===== src/rtl/pxb_pkg.sv =====
package pxb_pkg;

  // Master ranking: a lower index wins contention.
  localparam int MST_DMA  = 0;
  localparam int MST_HOST = 1;
  localparam int MST_CPU  = 2;

  // Bit m*nt+t of the map is set when master m may reach target t.
  function automatic logic conn_ok(input logic [63:0] map, input int nt,
                                   input int m, input int t);
    if (t >= nt) return 1'b0;
    return map[m*nt + t];
  endfunction

endpackage


===== src/rtl/pxb_arb.sv =====
module pxb_arb #(
  parameter int NM  = 3,
  parameter int MIW = 2
) (
  input  logic [NM-1:0]  req,
  output logic [NM-1:0]  gnt,
  output logic           busy,
  output logic [MIW-1:0] owner
);
  logic found;

  always_comb begin
    gnt   = '0;
    owner = '0;
    found = 1'b0;
    for (int i = 0; i < NM; i++) begin
      if (req[i] && !found) begin
        gnt[i] = 1'b1;
        owner  = MIW'(i);
        found  = 1'b1;
      end
    end
    busy = found;
  end
endmodule


===== src/rtl/pxb_resp.sv =====
module pxb_resp #(
  parameter int NT  = 3,
  parameter int TSW = 2,
  parameter int DW  = 32
) (
  input  logic           clk,
  input  logic           rst_n,
  input  logic           acc_ok,
  input  logic           acc_bad,
  input  logic           we,
  input  logic [TSW-1:0] tsel,
  input  logic [NT*DW-1:0] t_rdata,
  output logic           done,
  output logic           err,
  output logic           rvalid,
  output logic [DW-1:0]  rdata
);
  logic           rd_q;
  logic [TSW-1:0] sel_q;

  always_ff @(posedge clk) begin
    if (!rst_n) begin
      done  <= 1'b0;
      err   <= 1'b0;
      rd_q  <= 1'b0;
      sel_q <= '0;
    end else begin
      done  <= acc_ok;
      err   <= acc_bad;
      rd_q  <= acc_ok && !we;
      sel_q <= tsel;
    end
  end

  assign rvalid = rd_q;

  always_comb begin
    rdata = '0;
    for (int t = 0; t < NT; t++)
      if (rd_q && sel_q == TSW'(t)) rdata = t_rdata[t*DW +: DW];
  end
endmodule


===== src/rtl/prio_xbar.sv =====
module prio_xbar
  import pxb_pkg::*;
#(
  parameter int NM  = 3,
  parameter int NT  = 3,
  parameter int TSW = 2,
  parameter int AW  = 16,
  parameter int DW  = 32,
  parameter logic [NM*NT-1:0] CONN = 9'b111_101_111,
  localparam int MIW = (NM > 1) ? $clog2(NM) : 1
) (
  input  logic              clk,
  input  logic              rst_n,
  input  logic [NM-1:0]     m_req,
  input  logic [NM*TSW-1:0] m_tsel,
  input  logic [NM*AW-1:0]  m_addr,
  input  logic [NM-1:0]     m_we,
  input  logic [NM*DW-1:0]  m_wdata,
  output logic [NM-1:0]     m_gnt,
  output logic [NM-1:0]     m_done,
  output logic [NM-1:0]     m_err,
  output logic [NM-1:0]     m_rvalid,
  output logic [NM*DW-1:0]  m_rdata,
  output logic [NT-1:0]     t_req,
  output logic [NT*MIW-1:0] t_src,
  output logic [NT*AW-1:0]  t_addr,
  output logic [NT-1:0]     t_we,
  output logic [NT*DW-1:0]  t_wdata,
  input  logic [NT*DW-1:0]  t_rdata
);
  // Named internal events for the checker.
  logic [NM-1:0]     path_ok_w;   // request on a supported path
  logic [NM-1:0]     bad_w;       // request on an unsupported path
  logic [NM-1:0]     win_w;       // won some target this cycle
  logic [NT*NM-1:0]  hit_w;       // bit t*NM+m: master m wants target t
  logic [NT*NM-1:0]  tgt_gnt;     // bit t*NM+m: target t granted to m
  logic [NT-1:0]     busy_w;
  logic [NT*MIW-1:0] owner_w;

  for (genvar m = 0; m < NM; m++) begin : g_mreq
    assign path_ok_w[m] = m_req[m] &&
      conn_ok(64'(CONN), NT, m, int'(m_tsel[m*TSW +: TSW]));
    assign bad_w[m] = m_req[m] && !path_ok_w[m];
  end

  for (genvar t = 0; t < NT; t++) begin : g_tgt
    for (genvar m = 0; m < NM; m++) begin : g_hit
      assign hit_w[t*NM + m] = path_ok_w[m] &&
                               (m_tsel[m*TSW +: TSW] == TSW'(t));
    end

    pxb_arb #(.NM(NM), .MIW(MIW)) u_arb (
      .req   (hit_w[t*NM +: NM]),
      .gnt   (tgt_gnt[t*NM +: NM]),
      .busy  (busy_w[t]),
      .owner (owner_w[t*MIW +: MIW])
    );

    always_comb begin
      t_req[t]               = busy_w[t];
      t_src[t*MIW +: MIW]    = owner_w[t*MIW +: MIW];
      t_addr[t*AW +: AW]     = '0;
      t_we[t]                = 1'b0;
      t_wdata[t*DW +: DW]    = '0;
      for (int m = 0; m < NM; m++) begin
        if (tgt_gnt[t*NM + m]) begin
          t_addr[t*AW +: AW]  = m_addr[m*AW +: AW];
          t_we[t]             = m_we[m];
          t_wdata[t*DW +: DW] = m_wdata[m*DW +: DW];
        end
      end
    end
  end

  always_comb begin
    for (int m = 0; m < NM; m++) begin
      win_w[m] = 1'b0;
      for (int t = 0; t < NT; t++) win_w[m] = win_w[m] | tgt_gnt[t*NM + m];
    end
  end

  assign m_gnt = win_w | bad_w;

  for (genvar m = 0; m < NM; m++) begin : g_resp
    pxb_resp #(.NT(NT), .TSW(TSW), .DW(DW)) u_resp (
      .clk     (clk),
      .rst_n   (rst_n),
      .acc_ok  (win_w[m]),
      .acc_bad (bad_w[m]),
      .we      (m_we[m]),
      .tsel    (m_tsel[m*TSW +: TSW]),
      .t_rdata (t_rdata),
      .done    (m_done[m]),
      .err     (m_err[m]),
      .rvalid  (m_rvalid[m]),
      .rdata   (m_rdata[m*DW +: DW])
    );
  end
endmodule


===== config.mk =====
export PLATFORM = sky130hd
export DESIGN_NAME = prio_xbar
export DESIGN_NICKNAME = d
export VERILOG_FILES = /design/src/rtl/pxb_pkg.sv /design/src/rtl/pxb_arb.sv /design/src/rtl/pxb_resp.sv /design/src/rtl/prio_xbar.sv
export SDC_FILE = /design/constraint.sdc
export NUM_CORES = 1
export LEC_CHECK = 0
export CAP_MARGIN = 5
export CORE_AREA = 2 2 202 204
export CTS_CLUSTER_DIAMETER = 30
export DETAILED_ROUTE_END_ITERATION = 12
export DIE_AREA = 0 0 204 206
export DONT_BUFFER_PORTS = 1
export MAX_ROUTING_LAYER = met4
export PLACE_DENSITY = 0.3
export SYNTH_ARGS = -nofsm -noshare
export SYNTH_HDL_FRONTEND = slang
export SYNTH_SLANG_ARGS = --single-unit

===== constraint.sdc =====
create_clock -name clk -period 1.6 [get_ports clk]
set_input_delay 0.08 -clock clk [delete_from_list [all_inputs] [get_ports clk]]
set_output_delay 0.08 -clock clk [all_outputs]
set_load 0.02 [all_outputs]

Word level (Yosys, flattened, before mapping)
Memories as Yosys holds them, arrays and structs flattened.
Index checks and enable logic that the tools add are counted.
W data, S select, Z words.
- word-level logic and storage cells: 164
- register bits: 15
- memories kept: 2
- RAM bits: 0
- bits in read-only memories: 128
- bits in latches: 0
- memory list (name ; depth ; bits a word ; rd ports ; clocked after Yosys merged registers in ; wr ports ; RTL line ; text):
    (name not given) ; 64 ; 1 ; 1 ; 0 ; 0 ; pxb_pkg.sv:12 ; return map[m*nt + t];
    (name not given) ; 64 ; 1 ; 1 ; 0 ; 0 ; pxb_pkg.sv:12 ;
- shift-type cells: 0
- multiplexer cells: 72
- multipliers: 0
- bitwise logic cells: 7
- order comparisons: 6
- reduce and logical (&&, ||, !) cells: 51
- div/mod/pow operators: 0
- $add $sub $neg: 2
- equality and inequality tests: 12
- operator list (kind ; number):
    $mux W32 ; 18
    $mux W16 ; 9
    $mux W1 ; 41
    $logic_and A1 B1 Y1 ; 33
    $eq A2 B1 Y1 const B ; 6
    $eq A2 B2 Y1 const B ; 6
    $logic_not A1 Y1 ; 12
    $logic_not A2 Y1 ; 6
    $lt A2 B7 Y1 const B ; 1
    $lt A3 B7 Y1 const B ; 1
    $lt A4 B7 Y1 const B ; 1
    $ge A2 B2 Y1 const B ; 3
    $mux W2 ; 3
    $or A1 B1 Y1 ; 6
    $add A3 B2 Y4 const A ; 1
    $add A2 B2 Y3 const A ; 1
    $or A3 B3 Y3 ; 1
    $bmux W1 S2 ; 1

Depth between registers and ports, before layout
Gate-level depths: netlist of the first run.
- depth in word-level cells: 15
- gate-level depth with buffers: 7

By module
Synthesis of the first run repeated with hierarchy kept, for this count alone.
- cells, all modules: 1172
- area total of the unflattened synthesis: 7699.9 um^2
- modules (own cells, without submodules) (module ; cells an instance ; area each (um^2) ; instances):
    prio_xbar ; 689 ; 4002.6 ; 1
    pxb_resp ; 155 ; 1187.4 ; 3
    pxb_arb ; 6 ; 45.0 ; 3

Least setup slack after synthesis of the first run
No wires, ideal clock.
- path type: reg2out
- from: register g_resp[0].u_resp.sel_q[1]
- to: output m_rdata[10]
- slack: 0.229 ns
- required time: 1.520 ns
- cell stages (with the launch flop): 7
- arrival: 1.291 ns
- path through: dfxtp_1 > clkbuf_1 > nor2b_1 > clkbuf_1 > buf_2 > o2bb2ai_1 > and2_1
- word-level cells in the longest chain between the ends: 5
- RTL lines (what ; RTL line ; text):
    start: declaration ; pxb_resp.sv:19 ; logic [TSW-1:0] sel_q;
    start signal: assignment ; pxb_resp.sv:31 ; sel_q <= tsel;
    $logic_not A2 Y1 ; pxb_resp.sv:40 ; if (rd_q && sel_q == TSW'(t)) rdata = t_rdata[t*DW +: DW];
    $logic_and A1 B1 Y1 ; pxb_resp.sv:40 ;
    $mux W32 (2 in series) ; pxb_resp.sv:40 ;
    $mux W32 (*) ; pxb_resp.sv:40 ;
    end: declaration ; prio_xbar.sv:23 ; output logic [NM*DW-1:0] m_rdata,
Mark *: on every way between the ends. The rest lies on a longest branch, timed or not.

Final worst setup path of the first run
- from: register g_resp[0].u_resp.sel_q[0]
- to: output m_rdata[22]
The elaborated chain is that of the path after synthesis.

==> impl_metrics.ini, run 1 <==
[status]
status = finished with violations
violations = setup timing

[sta]
setup_tns_ns = -0.006823
finalSetupViolations = 4
timing.fmax_ghz = 0.6231
hold_viol_final = 0
worst_hold_slack_ns = 0.01706
worst_slack_ns = -0.004801
slew_viol_final = 0
finalCritPeriodShare = 1.003
period_minus_slack_ns = 1.605
rsz0062_at_grt = true

[floorplan]
rows = 74
coreArea_um2 = 40180
initial_core_util = 0.1500
die_y_um = 206
die_area_um2 = 42020
pin_count = 518
fp.dieW_um = 204

[grt]
antenna_found_initial = 1
track_usage = 0.1652
grt_overflow_total = 0
grt_pass1_wl_um = 51630
first_global_vias = 7665
grt_max_degree = 65

[yosys]
yosys_most_used_dff = dfxtp_1
yosys_warnings = 0
synth_top_area_cell = mux2i_1
ys_top_cells_by_count = 102 x and2_1, 101 x nor2_1, 99 x a21oi_1, 98 x nand3_1, 96 x mux2i_1
synth_cell_types = 36
synth-async-reset-ratio = 0
syn-cell-area_um2 = 6028
netlist_instances = 955
synth_area_leaders = mux2i_1 16%, and2_1 11%, o2bb2ai_1 9.3%, a21oi_1 8.2%, nand3_1 8.1%
synth.most_common_cell = and2_1
synth_seq_cells = 15
syn_nets = 1209
synth_top_area_share = 0.1594
synth-edff-count = 0
synth_seq_area_share = 0.04981
synth_area_per_cell_um2 = 6.312

[min_path]
hold_path.class = in -> reg

[clocking]
cts.sinks = 15
cts_buffer_depth = 2
tritoncts = built
clk_pin_slew_ns = 0.05
clockRootBuffer = clkbuf_16
cts_buffers = 3
htreeDepth = 1

[routing]
drtIter0Drc = 631
vias_per_cell = 5.125
wl_per_cell_um = 24.23
ant_nets = 0
drc = 0
firstDrtPassIters = 4
drt_wl_total_um = 38340
routed-via-count = 8107

[job]
cap_viol_max_count = 0

[setup_path]
cpMaxStageDelayCell = dfxtp_4
cp_slowest_stage_delay_ns = 0.47
path_max_fanout = 8
crit_chain = clkbuf_16 > mux2i_1 > o2bb2ai_1 > and2_4 > buf_12
crit_required_ns = 1.52
critPathKind = reg -> out
arrival_ns = 1.52
cp-start-kind = register
endpoint_kind = primary output

[final_layout]
syn_to_final_growth_pct = 44.31
n_antenna_cell = 0
drive_gt1_frac = 0.2857
num-nets-final = 1305

[power_and_ir_drop]
p_per_area_nw_per_um2 = 378.0
irDropWorstVdd_v = 0.0002413
p_leak_nw = 3.308

[placement]
place.gp.congestion = 0.8421
port_buffers = 0
dp_slack_ns = 0.1118
dp_hpwl_um = 28070
[repair_timing]
action / in CTS / in global routing
cloned: 2 / 4
gates resized for setup: 37 / 121
pin swaps: 0 / 5
setup buffers: 13 / 17
hold buffers: 14 / 0
endpoints found under the setup margin: 47 / 71
endpoints found under the hold margin: 11 / 0
[where the power goes]
part	internal, mW	switching, mW	total, mW
sequential	0.389	0.0363	0.425
combinational	1.01	1.33	2.35
clock	0.339	0.179	0.518
total	1.74	1.55	3.29
[layer usage]
metal,global-route usage,vias to the layer above,part of all wire
met2,0.2982,489,0.51
li1,-,3659,-
met5,-,-,0
met1,0.1840,3907,0.37
met4,0.04684,0,0.031
met3,0.03359,52,0.087
[state kept, by name, summed over array words and instances (netlist names)]
name,flops
g_resp.u_resp.err,3
g_resp.u_resp.rvalid,3
g_resp.u_resp.done,3
g_resp.u_resp.sel_q,6
[cell usage in the layout (no fill, tap or decap), drive strengths merged, types with 8 or more instances in the layout]
| cell type | count |
|---|---|
| mux2i | 96 |
| nand3 | 98 |
| o2bb2ai | 64 |
| nand3b | 36 |
| dfxtp | 15 |
| a21oi | 99 |
| and2 | 102 |
| nor2 | 102 |
| a22o | 49 |
| clkbuf | 8 |
| buf | 201 |
| o21ai | 32 |
| dlygate4sd3 | 14 |
| a31oi | 49 |
| nand2 | 51 |
[kinds of logic (layout without fill, tap and decap cells)]
| logic type | Yosys count | in the layout | synth area share |
|---|---|---|---|
| buffers and inverters | 132 | 227 | 0.09921 |
| AO/OA/AOI/OAI | 298 | 298 | 0.3317 |
| XOR/XNOR | 1 | 1 | 0.001453 |
| other | 1 | 1 | 0.0006221 |
| AND/OR/NAND/NOR | 412 | 412 | 0.3578 |
| multiplexers | 96 | 96 | 0.1594 |
| flip-flops | 15 | 15 | 0.04981 |
[worst max-delay path, delay by kind of cell, from the launching register on]
kind            cells  cell delay (ns)
flops               1             0.47
mux                 1             0.18
buf+inv             2             0.34
simple gates        1             0.19
compound gates      1             0.09
[stage by stage]
step | util | cells | total power, mW | area (um2)
floorplan | - | 955 | 1.806 | 6028
finish | 0.2165 | 1582 | 3.289 | 8700
detailed placement | 0.1947 | 1528 | 2.554 | 7825
global route | 0.2165 | 1582 | 3.475 | 8700
CTS | 0.2061 | 1561 | 3.214 | 8283
global placement | 0.1947 | 1528 | 2.560 | 7825
[path summary, 6_finish.rpt]
check	slack [ns]	startpoint	endpoint	cells past startpoint
min	0.02	rst_n	g_resp[1].u_resp.done	1
max	-0.005	g_resp[0].u_resp.sel_q[0]	m_rdata[22]	5
[cell type report]
class	count	area [um2]
Multi-Input combinational cell	808	5354
Sequential cell	15	316.6
Tap cell	532	665.6
Fill cell	4578	31480
Timing Repair Buffer	221	2277
Inverter	2	7.507
Clock buffer	4	78.83
Power figures use the tool's default switching activity.
==> inputs of run 2 (changes only) <==
--- a/config.mk
+++ b/config.mk
@@ -5,14 +5,16 @@
 export SDC_FILE = /design/constraint.sdc
 export NUM_CORES = 1
 export LEC_CHECK = 0
+export ABC_AREA = 1
 export CAP_MARGIN = 5
-export CORE_AREA = 2 2 202 204
+export CORE_AREA = 2 2 201 203
 export CTS_CLUSTER_DIAMETER = 30
 export DETAILED_ROUTE_END_ITERATION = 12
-export DIE_AREA = 0 0 204 206
+export DIE_AREA = 0 0 203 205
 export DONT_BUFFER_PORTS = 1
 export MAX_ROUTING_LAYER = met4
 export PLACE_DENSITY = 0.3
 export SYNTH_ARGS = -nofsm -noshare
 export SYNTH_HDL_FRONTEND = slang
+export SYNTH_HIERARCHICAL = 1
 export SYNTH_SLANG_ARGS = --single-unit
==> impl_metrics.ini, run 2 <==
[status]
status = finished with violations
violations = slew limit

[final_layout]
final_cell_mix = 584 x nor2_1, 457 x nand2_1, 221 x buf_4, 195 x nand4_1, 158 x nand3_1
drive_gt1_frac = 0.1991
post-route-util = 0.2661
syn_to_final_growth_pct = 29.39
n_antenna_cell = 0
fillCellCount = 4609
layout_commonest_cell = nor2_1
largest_register_ff_count = 6
num-nets-final = 2063
top_register = g_resp.u_resp/sel_q
stdcell_area_um2 = 10480

[clocking]
cts_buffers = 3
tritoncts = built
cts_buffer_depth = 2
clockRootBuffer = clkbuf_16
clk_pin_slew_ns = 0.05
cts.sinks = 15
htreeDepth = 1

[sta]
hold_viol_final = 0
finalSetupViolations = 0
worst_hold_slack_ns = 0.01239
finalCritPeriodShare = 0.9649
worst_slack_ns = 0.05620
period_minus_slack_ns = 1.544
rsz0062_at_grt = true
max-slew-margin-rel = -3.804
timing.fmax_ghz = 0.6478
worst_slew_pin_slew_ns = 7.180
slew_viol_final = 100

[placement]
dp_hpwl_um = 34510
dp_slack_ns = -0.01931
place_area_um2 = 10010
port_buffers = 0
place.gp.congestion = 0.9183

[routing]
ant_nets = 0
drt_wl_total_um = 46520
drc = 0
routed-via-count = 11858
wl_per_cell_um = 19.94
firstDrtPassIters = 6
vias_per_cell = 5.083
drtIter0Drc = 1065

[setup_path]
crit_required_ns = 1.52
cp_common_cell = buf_4
cp_top_family = buffers and inverters
critPathKind = reg -> out
endpoint_kind = primary output
arrival_ns = 1.46
cp_slowest_stage_delay_ns = 0.32
cp-start-kind = register
critPathBufInv = 3
cpMaxStageDelayCell = dfxtp_1
path_max_fanout = 8
crit_chain = buf_12 > nor2_8 > buf_4 > nand3_2 > nand3_1 > buf_4

[yosys]
syn-cell-area_um2 = 8097
synth_cell_types = 18
yosys_most_used_dff = dfxtp_1
synth-edff-count = 0
synth_seq_area_share = 0.03709
synth_xor_area_frac = 0
synth_area_per_cell_um2 = 4.768
synthMuxAreaShare = 0
synth-simple-area-share = 0.7993
synth_top_area_cell = nor2_1
synth_compound_area_frac = 0
synth.most_common_cell = nor2_1
yosys_warnings = 6
netlist_instances = 1698
synth_top_family_by_area = simple AND/OR/NAND/NOR gates
synth_top_area_share = 0.2731
synthAdderAreaFrac = 0
syn_nets = 1952
synth_seq_cells = 15
synth-async-reset-ratio = 0
ys_top_cells_by_count = 589 x nor2_1, 457 x nand2_1, 195 x nand4_1, 170 x nand3_1, 111 x buf_2
synth_area_leaders = nor2_1 27%, nand2_1 21%, nand4_1 15%, nand3_1 11%, buf_2 6.9%

[job]
cap_viol_max_count = 0

[min_path]
worstHoldPathCells = 2
hold_start = rst_n
hold_path.class = in -> reg
min_to = g_resp[0].u_resp/done

[grt]
antenna_found_initial = 0
first_global_vias = 10822
grt_overflow_total = 0
track_usage = 0.2086
grt_pass1_wl_um = 67110
grt_max_degree = 101

[floorplan]
coreArea_um2 = 39370
rows = 73
pin_count = 518
initial_core_util = 0.2057
die_y_um = 205
fp.dieW_um = 203
die_area_um2 = 41620

[power_and_ir_drop]
p_leak_nw = 5.577
irDropWorstVdd_v = 0.0001948
p_per_area_nw_per_um2 = 361.9
==> run 2: cell types whose count changed in the layout (fill, tap and decap cells not counted), moves of 49 or more <==
cell and change:
nor2_1 +483, nand2_1 +406, nand4_1 +195, a21oi_1 -99, mux2i_1 -93, buf_4 +64, o2bb2ai_1 -62, nand3_1 +60
and2_4 -58, a22o_1 -49, a31oi_1 -49
==> run 2: logic make-up (layout without fill, tap and decap cells) <==
family                 after synthesis  count (layout)
other                                1               1
DFF                                 15              15
buffers and inverters              219             329
and+or+nand+nor                   1463            1463
==> run 2: final cells by class <==
cell class / count / area [um2] / area share
multi-input cells: 1464 / 6589 / 0.6289
repair buffers: 280 / 2650 / 0.2530
well taps: 525 / 656.9 / 0.06270
flip-flops and latches: 15 / 311.5 / 0.02974
inverters: 45 / 188.9 / 0.01803
clock buffers: 3 / 75.07 / 0.007166
clock inverters: 1 / 5.005 / 0.0004777
==> run 2: how the worst max path moves through the flow <==
stage / start / end / slack (ns) / cells after the start
after floorplan: m_tsel[1] / t_addr[38] / 0.19 / 9
after global placement: m_tsel[5] / t_wdata[61] / -0.02 / 12
after detailed placement: m_tsel[5] / t_wdata[33] / -0.02 / 12
after CTS: g_resp[1].u_resp/sel_q[1] / m_rdata[35] / 0.007 / 6
after global routing: m_req[0] / g_resp[2].u_resp/rvalid / -0.07 / 11
final: g_resp[0].u_resp/sel_q[1] / m_rdata[3] / 0.06 / 6
==> run 2: power breakdown <==
part	switching [mW]	total, mW	internal (mW)
Clock	0.157	0.491	0.334
Sequential	0.0421	0.433	0.391
Combinational	1.83	2.87	1.03
==> run 2: timing repair <==
item	4_1_cts	5_1_grt
hold buffers	11	0
buffers inserted	0	5
gates cloned	0	3
pin swaps	0	1
endpoints found under the hold margin	14	0
endpoints found under the setup margin	30	105
resized for setup	6	34
==> run 2: metal layers <==
| layer | wire length, um | part of all wire | track usage | vias to the layer above |
|---|---|---|---|---|
| li1 | - | - | - | 5712 |
| met1 | 18600 | 0.40 | 0.2480 | 5450 |
| met2 | 22950 | 0.49 | 0.3639 | 613 |
| met3 | 4196 | 0.090 | 0.04932 | 83 |
| met4 | 771 | 0.017 | 0.03206 | 0 |
| met5 | 0 | 0 | - | - |
==> run 2: per-stage QoR <==
step | setup TNS, ns | power (mW) | cells
global route | -0.4981 | 4.043 | 2333
finish | 0 | 3.791 | 2333
CTS | 0 | 3.729 | 2325
floorplan | 0 | 2.205 | 1698
detailed placement | -0.02798 | 3.181 | 2310
global placement | -0.04910 | 3.187 | 2310
==> inputs of run 3 (changes only) <==
--- a/config.mk
+++ b/config.mk
@@ -12,7 +12,6 @@
 export DETAILED_ROUTE_END_ITERATION = 12
 export DIE_AREA = 0 0 203 205
 export DONT_BUFFER_PORTS = 1
-export MAX_ROUTING_LAYER = met4
 export PLACE_DENSITY = 0.3
 export SYNTH_ARGS = -nofsm -noshare
 export SYNTH_HDL_FRONTEND = slang
==> impl_metrics.ini, run 3 (synthesis results as in run 2) <==
[sta]
slew_viol_final = 100
timing.fmax_ghz = 0.6272
rsz0062_at_grt = true
setup_tns_ns = 0
hold_viol_final = 0
period_minus_slack_ns = 1.594
finalSetupViolations = 0
max-slew-margin-rel = -3.927
worst_hold_slack_ns = 0.03497
finalCritPeriodShare = 0.9965
worst_slew_pin_slew_ns = 7.363

[status]
violations = slew limit
status = finished with violations

[min_path]
hold_start = rst_n
worstHoldPathCells = 2
hold_path.class = in -> reg
min_to = g_resp[0].u_resp/done

[final_layout]
num-nets-final = 2095
syn_to_final_growth_pct = 40.02
top_register = g_resp.u_resp/sel_q
largest_register_ff_count = 6
final_cell_mix = 552 x nor2_1, 440 x nand2_1, 216 x buf_4, 195 x nand4_1, 145 x nand3_1
final_cell_count_no_fill = 2365
drive_gt1_frac = 0.2473
n_antenna_cell = 0
layout_commonest_cell = nor2_1
fillCellCount = 4540

[setup_path]
arrival_ns = 1.51
cp-start-kind = input port
cpMaxStageDelayCell = nor3_4
crit_required_ns = 1.52
cp-startpoint = m_req[0]
endpoint_kind = primary output
cp_slowest_stage_delay_ns = 0.29
crit_chain = clkinvlp_4 > nor3_4 > buf_6 > nor2_4 > buf_12 > clkbuf_16 > clkbuf_16 > nor2_1 > nor2_1 > nor2_1 > buf_4
cp_common_cell = nor2_1
critPathKind = in -> out
path_max_fanout = 7

[floorplan]
initial_core_util = 0.2057
coreArea_um2 = 39370
die_y_um = 205
die_area_um2 = 41620
fp.dieW_um = 203
rows = 73
pin_count = 518

[clocking]
cts.sinks = 15
cts_buffer_depth = 2
clk_pin_slew_ns = 0.05
tritoncts = built
htreeDepth = 1
cts_buffers = 3
clockRootBuffer = clkbuf_16

[power_and_ir_drop]
intPower_mw = 1.896
p_per_area_nw_per_um2 = 354.3
p_leak_nw = 5.955
power.total_mw = 4.016
irDropWorstVdd_v = 0.0002827
combPwrFrac = 0.765
clkPwrFrac = 0.126
switching_share = 0.5278
switchingPower_mw = 2.120
power_frac_seq = 0.109

[placement]
dp.cells = 2316
place.gp.congestion = 0.8962
port_buffers = 0
dp_hpwl_um = 34120

[routing]
drt_wl_total_um = 48800
vias_per_cell = 5.101
drtIter0Drc = 1245
drc = 0
routed-via-count = 12065
ant_nets = 0
firstDrtPassIters = 6
wl_per_cell_um = 20.64

[job]
cap_viol_max_count = 0

[grt]
grt_pass1_wl_um = 66560
antenna_found_initial = 0
grt_overflow_total = 0
track_usage = 0.2002
grt_max_degree = 101
first_global_vias = 10740
[run 3: cell types whose count changed in the layout (fill, tap and decap cells not counted), moves of 4 or more]
cell / previous run / this run
nand2_2: 3 / 20
nand3_2: 42 / 55
nand3_1: 158 / 145
nor2_4: 4 / 8
buf_8: 0 / 4
buf_6: 12 / 27
nor2_2: 13 / 41
nand2_1: 457 / 440
clkbuf_16: 6 / 20
buf_4: 221 / 216
nor2_1: 584 / 552
[run 3: worst max path at each step]
stage	end	slack, ns	depth (start not counted)
after floorplan	t_addr[38]	0.19	9
after global placement	t_wdata[93]	0.05	11
after detailed placement	t_addr[39]	0.05	9
after CTS	m_rdata[92]	0.005	5
after global routing	t_wdata[92]	-0.09	10
final	t_wdata[6]	0.006	11
[run 3: power by group through the flow]
stage                     clock network, mW  registers [mW]  logic [mW]
after detailed placement                  0           0.444        2.73
after global routing                  0.543           0.440        3.29
after CTS                             0.526           0.437        2.77
after floorplan                           0           0.420        1.78
final                                 0.506           0.436        3.07
after global placement                    0           0.444        2.74
[run 3: through the flow]
stage	util	instance area (um2)	setup slack [ns]
after CTS	0.2606	10260	0.005359
after floorplan	-	8097	0.1948
after detailed placement	0.2551	10040	0.05423
after global placement	0.2551	10040	0.04545
after global routing	0.2880	11340	-0.08815
final	0.2880	11340	0.005639
[run 3: what timing repair did]
action,in CTS,in global routing
pin swaps,1,57
hold endpoints to repair,14,0
cloned,0,20
hold buffers,10,0
setup buffers,2,13
endpoints found under the setup margin,33,128
gates resized for setup,6,136
[run 3: per-layer routing]
layer,vias to the layer above,track usage,part of all wire
li1,5779,-,-
met1,5610,0.2396,0.39
met5,-,0,0
met2,604,0.3624,0.50
met4,0,0.02894,0.016
met3,72,0.05520,0.093
[run 3: layout make-up]
class	count	area, um2	share of cell area
timing repair buffer	312	3294	0.2906
multi-input combinational	1464	6798	0.5996
tap	525	656.9	0.05794
clock inverter	1	7.507	0.0006622
clock buffer	3	75.07	0.006622
sequential	15	312.8	0.02759
inverter	45	192.7	0.01700
[run 3: worst max-delay path, delay by kind of cell]
| kind | cells | cell delay [ns] |
|---|---|---|
| buffers and inverters | 6 | 0.83 |
| and+or+nand+nor | 5 | 0.60 |
